--- config.mk ---
export PLATFORM = sky130hd
export DESIGN_NAME = mem_map_decoder
export DESIGN_NICKNAME = d
export VERILOG_FILES = /design/src/rtl/mmd_pkg.sv /design/src/rtl/mmd_region_match.sv /design/src/rtl/mmd_priority.sv /design/src/rtl/mmd_ctrl_regs.sv /design/src/rtl/mem_map_decoder.sv
export SDC_FILE = /design/constraint.sdc
export NUM_CORES = 1
export LEC_CHECK = 0
export ABC_CLOCK_PERIOD_IN_PS = 2800
export BUFFER_PORTS_ARGS = -buffer_cell sky130_fd_sc_hd__buf_2
export CAP_MARGIN = 5
export CORE_MARGIN = 3
export CORE_UTILIZATION = 51
export CTS_CLUSTER_DIAMETER = 200
export DETAILED_ROUTE_END_ITERATION = 10
export PLACE_DENSITY_LB_ADDON = 0.05
export SYNTH_ARGS = -nofsm -noshare
export SYNTH_HDL_FRONTEND = slang
export SYNTH_SLANG_ARGS = --single-unit
export TNS_END_PERCENT = 100
--- constraint.sdc ---
create_clock -name clk -period 2.8 [get_ports clk]
set_input_delay 0 -clock clk [delete_from_list [all_inputs] [get_ports clk]]
set_output_delay 0 -clock clk [all_outputs]
set_load 0.1 [all_outputs]
--- src/rtl/mmd_pkg.sv ---
package mmd_pkg;
  localparam int ADDR_W     = 16;
  localparam int DATA_W     = 8;
  localparam int PAGE_W     = 4;
  localparam int NUM_REGION = 4;
  localparam int REG_OFS_W  = 6;

  typedef enum logic [1:0] {
    MODE_BOOT     = 2'b00,
    MODE_TEST     = 2'b01,
    MODE_SINGLE   = 2'b10,
    MODE_EXPANDED = 2'b11
  } op_mode_e;

  // region index doubles as priority rank: lower index wins
  localparam int RGN_REG  = 0;
  localparam int RGN_RAM  = 1;
  localparam int RGN_BOOT = 2;
  localparam int RGN_ROM  = 3;

  localparam logic [REG_OFS_W-1:0] OFS_PRIO   = 6'h3C;
  localparam logic [REG_OFS_W-1:0] OFS_RELOC  = 6'h3D;
  localparam logic [REG_OFS_W-1:0] OFS_CONFIG = 6'h3F;

  localparam int PRIO_EXP_BIT  = 5;
  localparam int CFG_ROMEN_BIT = 1;
endpackage

--- src/rtl/mmd_region_match.sv ---
module mmd_region_match
  import mmd_pkg::*;
#(
  parameter int AW = ADDR_W
) (
  input  logic [AW-1:0] addr,
  input  logic [AW-1:0] base,
  input  logic [AW:0]   span,
  input  logic          enable,
  output logic          hit,
  output logic [AW-1:0] offset
);
  logic [AW:0] diff;

  always_comb begin
    diff   = {1'b0, addr} - {1'b0, base};
    hit    = enable && (addr >= base) && (diff < span);
    offset = diff[AW-1:0];
  end
endmodule

--- src/rtl/mmd_priority.sv ---
module mmd_priority
  import mmd_pkg::*;
#(
  parameter int N  = NUM_REGION,
  parameter int AW = ADDR_W
) (
  input  logic [N-1:0]         hits,
  input  logic [N-1:0][AW-1:0] offsets,
  input  logic [AW-1:0]        addr,
  input  logic                 access,
  input  logic                 ext_allowed,
  output logic [N-1:0]         sel,
  output logic                 ext,
  output logic [AW-1:0]        offset
);
  logic found;

  always_comb begin
    sel    = '0;
    offset = '0;
    ext    = 1'b0;
    found  = 1'b0;
    for (int i = 0; i < N; i++) begin
      if (!found && hits[i]) begin
        sel[i] = 1'b1;
        offset = offsets[i];
        found  = 1'b1;
      end
    end
    if (!access) begin
      sel    = '0;
      offset = '0;
    end else if (!found && ext_allowed) begin
      ext    = 1'b1;
      offset = addr;
    end
  end
endmodule

--- src/rtl/mmd_ctrl_regs.sv ---
module mmd_ctrl_regs
  import mmd_pkg::*;
#(
  parameter int INIT_WINDOW = 64
) (
  input  logic                 clk,
  input  logic                 rst_n,
  input  logic [1:0]           mode_strap,
  input  logic                 access,
  input  logic                 reg_wr,
  input  logic [REG_OFS_W-1:0] reg_ofs,
  input  logic [DATA_W-1:0]    wdata,
  output op_mode_e             op_mode,
  output logic [PAGE_W-1:0]    ram_page,
  output logic [PAGE_W-1:0]    reg_page,
  output logic                 exp_req,
  output logic                 rom_en,
  output logic [DATA_W-1:0]    reg_rdata
);
  localparam int CNT_W = $clog2(INIT_WINDOW + 1);
  localparam logic [CNT_W-1:0] WIN_LIMIT = CNT_W'(INIT_WINDOW);

  logic [CNT_W-1:0] acc_cnt;
  logic             window_open;

  // straps are captured while reset is held and frozen afterwards
  always_ff @(posedge clk) begin
    if (!rst_n) op_mode <= op_mode_e'(mode_strap);
  end

  assign window_open = (acc_cnt < WIN_LIMIT);

  always_ff @(posedge clk or negedge rst_n) begin
    if (!rst_n) begin
      acc_cnt <= '0;
    end else if (access && window_open) begin
      acc_cnt <= acc_cnt + 1'b1;
    end
  end

  always_ff @(posedge clk or negedge rst_n) begin
    if (!rst_n) begin
      ram_page <= '0;
      reg_page <= '0;
      exp_req  <= 1'b0;
      rom_en   <= 1'b1;
    end else if (reg_wr) begin
      unique case (reg_ofs)
        OFS_RELOC: begin
          if (window_open) begin
            ram_page <= wdata[DATA_W-1 -: PAGE_W];
            reg_page <= wdata[PAGE_W-1:0];
          end
        end
        OFS_PRIO:   exp_req <= wdata[PRIO_EXP_BIT];
        OFS_CONFIG: rom_en  <= wdata[CFG_ROMEN_BIT];
        default: ;
      endcase
    end
  end

  always_comb begin
    reg_rdata = '0;
    unique case (reg_ofs)
      OFS_RELOC:  reg_rdata = {ram_page, reg_page};
      OFS_PRIO:   reg_rdata[PRIO_EXP_BIT] = exp_req;
      OFS_CONFIG: reg_rdata[CFG_ROMEN_BIT] = rom_en;
      default: ;
    endcase
  end
endmodule

--- src/rtl/mem_map_decoder.sv ---
module mem_map_decoder
  import mmd_pkg::*;
#(
  parameter int                INIT_WINDOW  = 64,
  parameter int                REG_SPAN     = 64,
  parameter int                RAM_SPAN     = 192,
  parameter int                BOOT_SPAN    = 192,
  parameter int                ROM_SPAN     = 4096,
  parameter logic [ADDR_W-1:0] RAM_LO       = 16'h0040,
  parameter logic [ADDR_W-1:0] BOOT_BASE    = 16'hBF40,
  parameter logic [ADDR_W-1:0] ROM_STD_BASE = 16'hF000,
  parameter logic [ADDR_W-1:0] ROM_ALT_BASE = 16'h7000
) (
  input  logic              clk,
  input  logic              rst_n,
  input  logic [1:0]        mode_strap,
  input  logic [15:0]       addr,
  input  logic              rd_en,
  input  logic              wr_en,
  input  logic [7:0]        wdata,
  output logic [7:0]        rdata,
  output logic [3:0]        chip_sel,
  output logic              ext_access,
  output logic [15:0]       local_offset
);
  localparam int PAGE_SHIFT = ADDR_W - PAGE_W;

  op_mode_e                          op_mode;
  logic [PAGE_W-1:0]                 ram_page;
  logic [PAGE_W-1:0]                 reg_page;
  logic                              exp_req;
  logic                              rom_en;
  logic [DATA_W-1:0]                 reg_rdata;
  logic                              access;
  logic                              ext_allowed;
  logic [NUM_REGION-1:0][ADDR_W-1:0] rgn_base;
  logic [NUM_REGION-1:0][ADDR_W:0]   rgn_span;
  logic [NUM_REGION-1:0]             rgn_en;
  logic [NUM_REGION-1:0]             rgn_hit;
  logic [NUM_REGION-1:0][ADDR_W-1:0] rgn_ofs;

  assign access = rd_en | wr_en;

  mmd_ctrl_regs #(.INIT_WINDOW(INIT_WINDOW)) u_ctrl (
    .clk        (clk),
    .rst_n      (rst_n),
    .mode_strap (mode_strap),
    .access     (access),
    .reg_wr     (wr_en & chip_sel[RGN_REG]),
    .reg_ofs    (local_offset[REG_OFS_W-1:0]),
    .wdata      (wdata),
    .op_mode    (op_mode),
    .ram_page   (ram_page),
    .reg_page   (reg_page),
    .exp_req    (exp_req),
    .rom_en     (rom_en),
    .reg_rdata  (reg_rdata)
  );

  always_comb begin
    rgn_base[RGN_REG]  = {reg_page, {PAGE_SHIFT{1'b0}}};
    rgn_span[RGN_REG]  = (ADDR_W+1)'(REG_SPAN);
    rgn_en[RGN_REG]    = 1'b1;

    rgn_base[RGN_RAM]  = {ram_page, RAM_LO[PAGE_SHIFT-1:0]};
    rgn_span[RGN_RAM]  = (ADDR_W+1)'(RAM_SPAN);
    rgn_en[RGN_RAM]    = 1'b1;

    rgn_base[RGN_BOOT] = BOOT_BASE;
    rgn_span[RGN_BOOT] = (ADDR_W+1)'(BOOT_SPAN);
    rgn_en[RGN_BOOT]   = (op_mode == MODE_BOOT);

    rgn_base[RGN_ROM]  = (op_mode == MODE_EXPANDED) ? ROM_ALT_BASE : ROM_STD_BASE;
    rgn_span[RGN_ROM]  = (ADDR_W+1)'(ROM_SPAN);
    rgn_en[RGN_ROM]    = rom_en;
  end

  for (genvar g = 0; g < NUM_REGION; g++) begin : g_match
    mmd_region_match #(.AW(ADDR_W)) u_match (
      .addr   (addr),
      .base   (rgn_base[g]),
      .span   (rgn_span[g]),
      .enable (rgn_en[g]),
      .hit    (rgn_hit[g]),
      .offset (rgn_ofs[g])
    );
  end

  assign ext_allowed = (op_mode == MODE_TEST) || (op_mode == MODE_EXPANDED) || exp_req;

  mmd_priority #(.N(NUM_REGION), .AW(ADDR_W)) u_prio (
    .hits        (rgn_hit),
    .offsets     (rgn_ofs),
    .addr        (addr),
    .access      (access),
    .ext_allowed (ext_allowed),
    .sel         (chip_sel),
    .ext         (ext_access),
    .offset      (local_offset)
  );

  assign rdata = (rd_en && chip_sel[RGN_REG]) ? reg_rdata : '0;
endmodule

==> results of run 1 <==
[how the worst max path moves through the flow]
stage / from / endpoint / slack, ps / depth (start not counted)
finish: u_ctrl.reg_page[0]$_DFFE_PN0P_ / rdata[3] / -190 / 11
global route: u_ctrl.reg_page[1]$_DFFE_PN0P_ / rdata[4] / -260 / 11
CTS: u_ctrl.reg_page[0]$_DFFE_PN0P_ / local_offset[14] / 4 / 12
detailed placement: u_ctrl.reg_page[0]$_DFFE_PN0P_ / local_offset[12] / 130 / 11
global placement: u_ctrl.ram_page[0]$_DFFE_PN0P_ / local_offset[1] / 130 / 10
floorplan: u_ctrl.reg_page[0]$_DFFE_PN0P_ / rdata[5] / -520 / 7
[critical path, delay by kind of cell (launching register included)]
family	cells	cell delay (ps)
flip-flops	1	390
adder cells (fa/ha/maj)	2	540
XOR/XNOR	1	190
buffers and inverters	4	630
AND/OR/NAND/NOR	3	750
AO/OA/AOI/OAI	1	170
[final cells by class]
| type | count | share of cell area |
|---|---|---|
| Timing Repair Buffer | 89 | 0.316 |
| Tap cell | 46 | 0.0181 |
| Sequential cell | 19 | 0.153 |
| Clock buffer | 4 | 0.00828 |
| Inverter | 20 | 0.0237 |
| Multi-Input combinational cell | 168 | 0.480 |
[layout by cell type (no fill, tap or decap), types with 7 or more instances in the layout]
master         synthesis  final
ha_1                  12      7
nand2_1               22     20
dfrtp_1               16     16
buf_4                  0     16
buf_2                  2     30
nor2_1                17     10
mux2_4                 8      8
buf_12                 0     30
dlygate4sd3_1          0     11
inv_1                 20     19
[power groups by stage]
| stage | clock, W | combinational (W) | sequential, W |
|---|---|---|---|
| 6_report | 0.000151 | 0.000560 | 0.000390 |
| 5_1_grt | 0.000165 | 0.000588 | 0.000396 |
| 4_1_cts | 0.000140 | 0.000502 | 0.000381 |
| 3_5_place_dp | 0 | 0.000470 | 0.000384 |
| 3_3_place_gp | 0 | 0.000458 | 0.000383 |
| 2_1_floorplan | 0 | 0.000320 | 0.000373 |
[cell families after synthesis]
kind of cell,after synthesis,share of synthesized area
and+or+nand+nor,105,0.329
adders and majority gates,13,0.0934
AOI/OAI and AO/OA,25,0.0920
muxes,16,0.112
buffers and inverters,26,0.0632
DFF,19,0.267
xor gates and xnor gates,9,0.0433
[metal layers]
layer  part of all wire  track usage  wire length, um  vias up
li1                   -            -                -      941
met1               0.37        0.358             2990     1102
met2               0.48        0.532             3910      216
met3              0.089       0.0291              726       54
met4              0.060        0.124              488        0
met5                  0            0                0        -
[cell usage after synthesis, drive strengths merged, types with 5 or more instances]
| library cell | n |
|---|---|
| mux2 | 11 |
| nor3 | 10 |
| ha | 12 |
| and3 | 8 |
| nand2 | 22 |
| dfrtp | 16 |
| nor2 | 17 |
| mux2i | 5 |
| inv | 20 |
| a21oi | 5 |
| xnor2 | 5 |
| o21ai | 8 |
| nand4 | 6 |
| nor4 | 9 |
| and2 | 7 |
[metrics by stage]
step | hold slack [ps] | TNS, ps | instances
after floorplan | -296 | -1430 | 213
after global placement | -55.8 | 0 | 318
after detailed placement | -52.1 | 0 | 318
after CTS | 127 | 0 | 341
after global routing | 145 | -4180 | 346
final | 124 | -2080 | 346
[what timing repair did]
item,4_1_cts,5_1_grt
pin swaps,2,11
setup endpoints to repair,23,29
hold endpoints to repair,29,0
hold buffers,11,0
gates resized for setup,15,16
setup buffers,8,5
[sequential cells by signal (all words and copies together) (netlist names)]
signal	flops
u_ctrl.rom_en	1
u_ctrl.acc_cnt	7
u_ctrl.ram_page	4
u_ctrl.exp_req	1
u_ctrl.reg_page	4
u_ctrl.op_mode	2
==> impl_metrics.env, run 1 <==
export IMPL_status="finished with violations"
export IMPL_violations="negative setup slack"
export IMPL_vias=2313
export IMPL_cts_root_buffer="clkbuf_4"
export IMPL_power_density_nw_per_um2=347
export IMPL_gr_total_overflow=0
export IMPL_place_congestion=0.919
export IMPL_ys_flop_type="dfrtp_1"
export IMPL_p_sw_frac=0.436
export IMPL_fin_ws_ps=-187
export IMPL_die_width_um=65.8
export IMPL_netlist_area_um2=1820
export IMPL_start_util=0.537
export IMPL_area_growth_pct=74.1
export IMPL_intPower_w=0.000620
export IMPL_crit_chain="ha_2 -> inv_1 -> fa_2 -> xor2_1 -> nor3b_2 -> o2111ai_2 -> buf_6 -> nor4_1 -> buf_4 -> and2_2 -> buf_12"
export IMPL_drt_iter0_markers=297
export IMPL_max_freq_mhz=335
export IMPL_multi_input_area_um2=1520
export IMPL_critPathKind="register to output pin"
export IMPL_cp_start_kind="register"
export IMPL_synth_nets=256
export IMPL_max_stage_delay_ps=390
export IMPL_drive_gt1_frac=0.497
export IMPL_setup_violations=24
export IMPL_die_area_um2=4330
export IMPL_nets=344
export IMPL_finalPower_w=0.00110
export IMPL_slew_viol_final=0
export IMPL_ys_ff_latch=19
export IMPL_arrival_ps=2990
export IMPL_grt_start_max_net_pins=19
export IMPL_antenna_found_initial=0
export IMPL_totalWireLength_um=8110
export IMPL_seq_power_share=0.354
export IMPL_cp_slowest_cell="dfrtp_1"
export IMPL_fillers=91
export IMPL_slew_headroom=0.596
export IMPL_ys_warn_count=0
export IMPL_synth_top_area_share=0.220
export IMPL_place_ws_ps=131
export IMPL_detail_route_antenna_nets=0
export IMPL_netSwitchingPower_w=0.000480
export IMPL_post_route_period_util=1.07
export IMPL_path_clk_slew_ps=110
export IMPL_synth_area_top_cells="dfrtp_1 22%, ha_1 8.2%, mux2_4 6.6%"
export IMPL_clk_path_buf_depth=2
export IMPL_clock_sinks=19
export IMPL_period_minus_slack_ps=2990
export IMPL_antenna_cells=0
export IMPL_io_pins=59
export IMPL_core_area_um2=3390
export IMPL_postLayoutCoreUtil=0.936
export IMPL_timing_rr_start="u_ctrl.reg_page[0]$_DFFE_PN0P_"
export IMPL_fp_dieH_um=65.8
export IMPL_critPathRequiredTime_ps=2800
export IMPL_ir_worst_vdd_v=0.000529
export IMPL_leakage_nw=1.37
export IMPL_hold_viol_final=0
export IMPL_syn_area_per_cell_um2=8.55
export IMPL_drtPass1Iterations=5
export IMPL_synth_top_area_cell="dfrtp_1"
export IMPL_drv_cap=0
export IMPL_seq_area_um2=487
export IMPL_cp_max_fo=6
export IMPL_rr_worst_depth=9
export IMPL_p_comb_frac=0.509
export IMPL_place_hpwl_um=4100
export IMPL_numCtsBuffers=3
export IMPL_cts_max_level=1
export IMPL_ys_seq_area_frac=0.267
export IMPL_ys_async_sr_fraction=0.895
export IMPL_syn_inst=213
export IMPL_finClkSkew_ps=7.84
export IMPL_placed_area_um2=2760
export IMPL_hold_class="input port to asynchronous set/reset pin"
export IMPL_route_detailed_drc=0
export IMPL_pwr_share_clk=0.137
export IMPL_avgRoutedWirePerCell_um=23.4
export IMPL_io_buffers=58
export IMPL_via_per_inst=6.68
export IMPL_tightest_slew_ps=598
export IMPL_synth_edf_count=2
export IMPL_grt_pass1_vias=2059
export IMPL_grt_setup_unrepaired="true"
export IMPL_insertion_delay_ps=320
export IMPL_grt_pass1_wl_um=9920
export IMPL_r2r_end="u_ctrl.reg_page[3]$_DFFE_PN0P_"
export IMPL_setup_worst_path_end_class="output pin"
export IMPL_cts_tree="built"
export IMPL_reg2reg_slack_ps=50
export IMPL_synth_cell_types=51
export IMPL_grt_usage=0.297
export IMPL_rows=21
export IMPL_finalInstanceArea_um2=3170
(Power assumes the default switching activity.)
==> run 2: changes to the inputs <==
Settings changed: GPL_TIMING_DRIVEN from default to 1, PLACE_DENSITY from default to 0.78, PLACE_DENSITY_LB_ADDON 0.05 to default, RECOVER_POWER from default to 100.
==> impl_metrics.env, run 2 <==
export IMPL_yosys_top_cells_count="22 x nand2_1, 20 x inv_1, 17 x nor2_1, 16 x dfrtp_1, 12 x ha_1"
export IMPL_syn_inst=213
export IMPL_toolErrorMsg="[ERROR DPL-0033] detailed placement checks failed during check placement."
export IMPL_netlist_area_um2=1820
export IMPL_numCtsBuffers=3
export IMPL_place_hpwl_um=4160
export IMPL_fp_dieH_um=65.8
export IMPL_rows=21
export IMPL_status="aborted with a tool error"
export IMPL_syn_area_per_cell_um2=8.55
export IMPL_synth_area_top_cells="dfrtp_1 22%, ha_1 8.2%, mux2_4 6.6%"
export IMPL_ys_ff_latch=19
export IMPL_lastStage="5_1_grt"
export IMPL_place_congestion=0.861
export IMPL_die_width_um=65.8
export IMPL_ys_flop_type="dfrtp_1"
export IMPL_yosysMostFrequentCell="nand2_1"
export IMPL_synth_top_area_cell="dfrtp_1"
export IMPL_io_pins=59
export IMPL_worstEpCategory="top-level output"
export IMPL_cts_root_buffer="clkbuf_4"
export IMPL_ys_async_sr_fraction=0.895
export IMPL_grt_start_max_net_pins=19
export IMPL_synth_edf_count=2
export IMPL_io_buffers=58
export IMPL_start_util=0.537
export IMPL_antenna_found_initial=0
export IMPL_synth_top_area_share=0.220
export IMPL_cts_max_level=1
export IMPL_clk_path_buf_depth=2
export IMPL_clock_sinks=19
export IMPL_synth_nets=256
export IMPL_ys_warn_count=0
export IMPL_crit_endpoint="local_offset[13]"
export IMPL_dp_cells=317
export IMPL_synth_cell_types=51
export IMPL_ys_seq_area_frac=0.267
## run 2: logic make-up after synthesis
kind of cell / count (synthesis) / share of synthesized area
mux: 16 / 0.112
buf+inv: 26 / 0.0632
fa+ha+maj: 13 / 0.0934
xor+xnor: 9 / 0.0433
compound gates: 25 / 0.0920
simple gates: 105 / 0.329
flops: 19 / 0.267
## run 2: per-stage QoR
stage                     setup slack (ps)   util  area (um^2)
after CTS                             9.52  0.900         3050
after detailed placement               107  0.812         2750
after global placement                 171  0.812         2750
after floorplan                       -517      -         1980
## run 2: timing repair
| action | CTS |
|---|---|
| buffers inserted | 8 |
| pin swaps | 3 |
| endpoints found under the setup margin | 23 |
| hold endpoints to repair | 29 |
| resized for setup | 16 |
| hold buffers | 11 |
==> run 3: changes to the inputs <==
Settings changed: CORE_UTILIZATION 51 to 40, CTS_CLUSTER_DIAMETER 200 to default, PLACE_DENSITY 0.78 to default, PLACE_DENSITY_LB_ADDON from default to 0.15.
==> impl_metrics.env, run 3 (same netlist as run 1, synthesis figures left out) <==
export IMPL_post_route_period_util=0.972
export IMPL_largest_register_ffs=7
export IMPL_antenna_found_initial=0
export IMPL_intPower_w=0.000654
export IMPL_max_stage_delay_ps=360
export IMPL_place_ws_ps=120
export IMPL_setup_worst_path_end_class="output pin"
export IMPL_nets=340
export IMPL_arrival_ps=2720
export IMPL_finalPower_w=0.00108
export IMPL_hold_viol_final=1
export IMPL_critPathRequiredTime_ps=2800
export IMPL_clk_path_buf_depth=2
export IMPL_io_buffers=58
export IMPL_p_sw_frac=0.392
export IMPL_detail_route_antenna_nets=0
export IMPL_crit_chain="ha_2 -> inv_2 -> fa_2 -> a211o_1 -> nand2_1 -> a21oi_2 -> o2111ai_2 -> buf_6 -> nand4_4 -> buf_4 -> nor3_4 -> buf_12"
export IMPL_p_comb_frac=0.468
export IMPL_finClkSkew_ps=3.79
export IMPL_area_growth_pct=71.3
export IMPL_placed_area_um2=2770
export IMPL_power_density_nw_per_um2=345
export IMPL_avgRoutedWirePerCell_um=15.1
export IMPL_leakage_nw=1.35
export IMPL_finalNonFillerCells=346
export IMPL_place_hpwl_um=3970
export IMPL_rows=23
export IMPL_dp_cells=322
export IMPL_setup_violations=0
export IMPL_cp_num_buf_inv=4
export IMPL_clock_sinks=19
export IMPL_pwr_share_clk=0.179
export IMPL_critPathKind="register to output pin"
export IMPL_hold_class="input port to register"
export IMPL_fin_ws_ps=77.1
export IMPL_cpLargestDelayFamily="buffers and inverters"
export IMPL_gr_total_overflow=0
export IMPL_totalWireLength_um=5230
export IMPL_seq_area_um2=487
export IMPL_io_pins=59
export IMPL_seq_power_share=0.353
export IMPL_drv_cap=0
export IMPL_whs_ps=-0.562
export IMPL_grt_start_max_net_pins=19
export IMPL_cts_root_buffer="clkbuf_8"
export IMPL_cp_start_kind="register"
export IMPL_vias=1882
export IMPL_largest_register="u_ctrl.acc_cnt"
export IMPL_drt_iter0_markers=97
export IMPL_finalInstanceArea_um2=3120
export IMPL_mostFrequentLayoutCells="29 x buf_2, 28 x buf_12, 20 x nand2_1, 18 x inv_1, 16 x dfrtp_1"
export IMPL_fp_dieH_um=73.5
export IMPL_insertion_delay_ps=260
export IMPL_multi_input_area_um2=1510
export IMPL_slew_viol_final=0
export IMPL_period_minus_slack_ps=2720
export IMPL_drtPass1Iterations=4
export IMPL_reg_largest_list="u_ctrl.acc_cnt (7), u_ctrl.ram_page (4), u_ctrl.reg_page (4)"
export IMPL_grt_pass1_vias=1847
export IMPL_grt_setup_unrepaired="true"
export IMPL_cp_slowest_cell="dfrtp_1"
export IMPL_netSwitchingPower_w=0.000422
export IMPL_cts_tree="built"
export IMPL_core_area_um2=4200
export IMPL_path_clk_slew_ps=70
export IMPL_die_area_um2=5400
export IMPL_start_util=0.434
export IMPL_ir_worst_vdd_v=0.000426
export IMPL_max_freq_mhz=367
export IMPL_grt_usage=0.200
export IMPL_die_width_um=73.5
export IMPL_fillers=303
export IMPL_drive_gt1_frac=0.493
export IMPL_final_common_cell="buf_2"
export IMPL_tightest_slew_ps=938
export IMPL_violations="negative hold slack"
export IMPL_place_congestion=0.845
export IMPL_cp_max_fo=5
export IMPL_route_detailed_drc=0
export IMPL_slew_headroom=0.375
export IMPL_cts_max_level=1
export IMPL_numCtsBuffers=3
export IMPL_grt_pass1_wl_um=8530
export IMPL_antenna_cells=0
export IMPL_via_per_inst=5.44
export IMPL_status="finished with violations"
[run 3: area by class of cell]
type | count | area share
clock buffer | 4 | 0.0144
inverter | 20 | 0.0241
multi-input combinational | 168 | 0.483
sequential | 19 | 0.156
tap | 50 | 0.0200
timing repair buffer | 85 | 0.303
[run 3: metal layers]
| metal | global-route usage | share of wire | vias to the layer above | routed length, um |
|---|---|---|---|---|
| met5 | 0 | 0 | - | 0 |
| met4 | 0.0543 | 0.015 | 0 | 77 |
| met3 | 0.0383 | 0.068 | 9 | 354 |
| met2 | 0.350 | 0.50 | 73 | 2630 |
| met1 | 0.247 | 0.41 | 869 | 2170 |
| li1 | - | - | 931 | - |
[run 3: worst paths after layout]
check	startpoint	to	slack (ps)	cells past startpoint
hold reg to reg	u_ctrl.acc_cnt[5]$_DFFE_PN0P_	u_ctrl.acc_cnt[5]$_DFFE_PN0P_	480	1
max in group asynchronous	rst_n	u_ctrl.reg_page[2]$_DFFE_PN0P_	1830	2
min in group asynchronous	rst_n	u_ctrl.acc_cnt[4]$_DFFE_PN0P_	400	2
setup / recovery	u_ctrl.reg_page[0]$_DFFE_PN0P_	local_offset[12]	80	12
setup reg to reg	u_ctrl.reg_page[1]$_DFFE_PN0P_	u_ctrl.reg_page[1]$_DFFE_PN0P_	170	9
hold / removal	wdata[1]	u_ctrl.rom_en$_DFFE_PN1P_	-0.6	2
[run 3: power groups by stage]
stage               logic, W  registers [W]  clock network (W)
floorplan           0.000320       0.000373                  0
global placement    0.000460       0.000382                  0
detailed placement  0.000465       0.000383                  0
CTS                 0.000490       0.000379           0.000196
global route        0.000542       0.000387           0.000209
finish              0.000503       0.000380           0.000193
[run 3: what timing repair did]
| item | 4_1_cts | 5_1_grt |
|---|---|---|
| pin swaps | 2 | 3 |
| buffers inserted | 5 | 5 |
| endpoints found under the hold margin | 27 | 0 |
| setup endpoints to repair | 23 | 26 |
| resized for setup | 9 | 22 |
| hold buffers | 10 | 0 |
[run 3: through the flow]
step                hold slack, ps  TNS (ps)   util
floorplan                     -296     -1430      -
global placement             -58.9         0  0.658
detailed placement           -55.8         0  0.658
CTS                          0.576         0  0.713
global route                  3.34      -314  0.743
finish                      -0.562         0  0.743
==> run 4: changes to the inputs <==
Settings changed: ABC_CLOCK_PERIOD_IN_PS 2800 to 3400.
Clock period 2.8 ns to 3.4 ns, I/O delays scaled along.
==> impl_metrics.env, run 4 (same netlist as run 1, synthesis figures left out) <==
export IMPL_status="finished clean"
export IMPL_r2r_end="u_ctrl.ram_page[1]$_DFFE_PN0P_"
export IMPL_mostFrequentLayoutCells="32 x buf_2, 22 x nand2_1, 20 x inv_1, 17 x nor2_1, 16 x dfrtp_1"
export IMPL_postLayoutCoreUtil=0.577
export IMPL_cp_max_fo=5
export IMPL_final_common_cell="buf_2"
export IMPL_power_density_nw_per_um2=329
export IMPL_cpLargestDelayFamily="simple AND/OR/NAND/NOR gates"
export IMPL_fin_ws_ps=263
export IMPL_insertion_delay_ps=250
export IMPL_hold_class="input port to register"
export IMPL_finClkSkew_ps=0.765
export IMPL_drive_gt1_frac=0.274
export IMPL_route_detailed_drc=0
export IMPL_ctsResizeCount=0
export IMPL_die_area_um2=5400
export IMPL_reg2reg_slack_ps=560
export IMPL_hold_viol_final=0
export IMPL_ir_worst_vdd_v=0.000282
export IMPL_start_util=0.434
export IMPL_clk_path_buf_depth=2
export IMPL_tightest_slew_ps=1170
export IMPL_cts_max_level=1
export IMPL_max_freq_mhz=319
export IMPL_grt_setup_unrepaired="false"
export IMPL_timing_rr_start="u_ctrl.reg_page[0]$_DFFE_PN0P_"
export IMPL_core_area_um2=4200
export IMPL_slew_viol_final=0
export IMPL_totalWireLength_um=4750
export IMPL_cp_slowest_cell="or4_1"
export IMPL_setup_worst_path_end_class="output pin"
export IMPL_critPathRequiredTime_ps=3400
export IMPL_netSwitchingPower_w=0.000316
export IMPL_crit_chain="inv_1 -> ha_1 -> o21ai_0 -> a211oi_1 -> mux2i_1 -> or4_1 -> nand2_1 -> mux2i_2 -> clkbuf_2"
export IMPL_vias=1805
export IMPL_grt_usage=0.187
export IMPL_cts_tree="built"
export IMPL_hp_start="wdata[5]"
export IMPL_period_minus_slack_ps=3140
export IMPL_antenna_cells=0
export IMPL_post_route_period_util=0.923
export IMPL_largest_register="u_ctrl.acc_cnt"
export IMPL_fillers=409
export IMPL_place_congestion=0.805
export IMPL_grt_pass1_vias=1739
export IMPL_leakage_nw=1.14
export IMPL_place_hpwl_um=3800
export IMPL_pwr_share_clk=0.192
export IMPL_detail_route_antenna_nets=0
export IMPL_cts_root_buffer="clkbuf_8"
export IMPL_hold_depth=2
export IMPL_finalPower_w=0.000799
export IMPL_die_width_um=73.5
export IMPL_seq_power_share=0.390
export IMPL_cp_num_buf_inv=2
export IMPL_p_comb_frac=0.418
export IMPL_largest_register_ffs=7
export IMPL_critPathKind="register to output pin"
export IMPL_place_ws_ps=560
export IMPL_rows=23
export IMPL_grt_pass1_wl_um=8080
export IMPL_io_buffers=58
export IMPL_gr_total_overflow=0
export IMPL_max_stage_delay_ps=660
export IMPL_reg_largest_list="u_ctrl.acc_cnt (7), u_ctrl.ram_page (4), u_ctrl.reg_page (4)"
export IMPL_drt_iter0_markers=91
export IMPL_intPower_w=0.000483
export IMPL_area_growth_pct=33.2
export IMPL_cp_start_kind="register"
export IMPL_finalInstanceArea_um2=2430
export IMPL_whs_ps=0.231
export IMPL_p_sw_frac=0.396
export IMPL_placed_area_um2=2410
export IMPL_path_clk_slew_ps=70
export IMPL_drtPass1Iterations=4
export IMPL_arrival_ps=3140
export IMPL_setup_violations=0
export IMPL_antenna_found_initial=0
export IMPL_numCtsBuffers=3
export IMPL_drv_cap=0
export IMPL_rr_worst_depth=8
export IMPL_clock_sinks=19
export IMPL_fp_dieH_um=73.5
export IMPL_nets=325
export IMPL_grt_start_max_net_pins=19
export IMPL_avgRoutedWirePerCell_um=14.4
export IMPL_io_pins=59
export IMPL_slew_headroom=0.223
export IMPL_holdPathEnd="u_ctrl.exp_req$_DFFE_PN0P_"
export IMPL_via_per_inst=5.45
## run 4: how the worst max path moves through the flow
stage                                              start                              to  slack (ps)  cells past startpoint
after floorplan           u_ctrl.reg_page[0]$_DFFE_PN0P_                        rdata[1]       -1140                      8
after global placement    u_ctrl.reg_page[0]$_DFFE_PN0P_  u_ctrl.ram_page[0]$_DFFE_PN0P_         590                      8
after detailed placement  u_ctrl.reg_page[0]$_DFFE_PN0P_  u_ctrl.ram_page[0]$_DFFE_PN0P_         560                      8
after CTS                 u_ctrl.ram_page[1]$_DFFE_PN0P_                 local_offset[6]         300                      9
after global routing      u_ctrl.ram_page[1]$_DFFE_PN0P_                 local_offset[7]          50                      9
final                     u_ctrl.ram_page[1]$_DFFE_PN0P_                 local_offset[6]         260                      9
## run 4: area by class of cell
cell class | count | area (um^2) | area share
Timing Repair Buffer | 70 | 549 | 0.226
Inverter | 20 | 75.1 | 0.0309
Multi-Input combinational cell | 168 | 1210 | 0.498
Clock buffer | 4 | 45.0 | 0.0186
Tap cell | 50 | 62.6 | 0.0258
Sequential cell | 19 | 487 | 0.201
## run 4: worst register-to-register path, cell delays in order (launching register included)
cell	delay (ps)
dfrtp_1	390
ha_1	180
inv_1	50
fa_1	410
xor2_1	180
nor3b_1	200
o2111ai_1	170
or4_1	750
mux2_1	390
## run 4: metrics by stage
| step | setup TNS [ps] | cells |
|---|---|---|
| finish | 0 | 331 |
| global route | 0 | 331 |
| CTS | 0 | 331 |
| detailed placement | 0 | 317 |
| global placement | 0 | 317 |
| floorplan | -2560 | 213 |
## run 4: power by group through the flow
stage | combinational, W | clock [W] | sequential [W]
floorplan | 0.000249 | 0 | 0.000307
global placement | 0.000339 | 0 | 0.000315
detailed placement | 0.000343 | 0 | 0.000315
CTS | 0.000352 | 0.000160 | 0.000312
global route | 0.000364 | 0.000170 | 0.000318
finish | 0.000334 | 0.000153 | 0.000312
## run 4: repair_timing
| item | in CTS | in global routing |
|---|---|---|
| hold endpoints to repair | 26 | 0 |
| buffers inserted | 0 | 0 |
| hold buffers | 10 | 0 |
## run 4: metal layers
layer | wire length [um] | vias up | track usage
li1 | - | 905 | -
met1 | 2210 | 837 | 0.269
met2 | 2180 | 55 | 0.289
met3 | 264 | 8 | 0.0178
met4 | 99 | 0 | 0.0664
met5 | 0 | - | 0
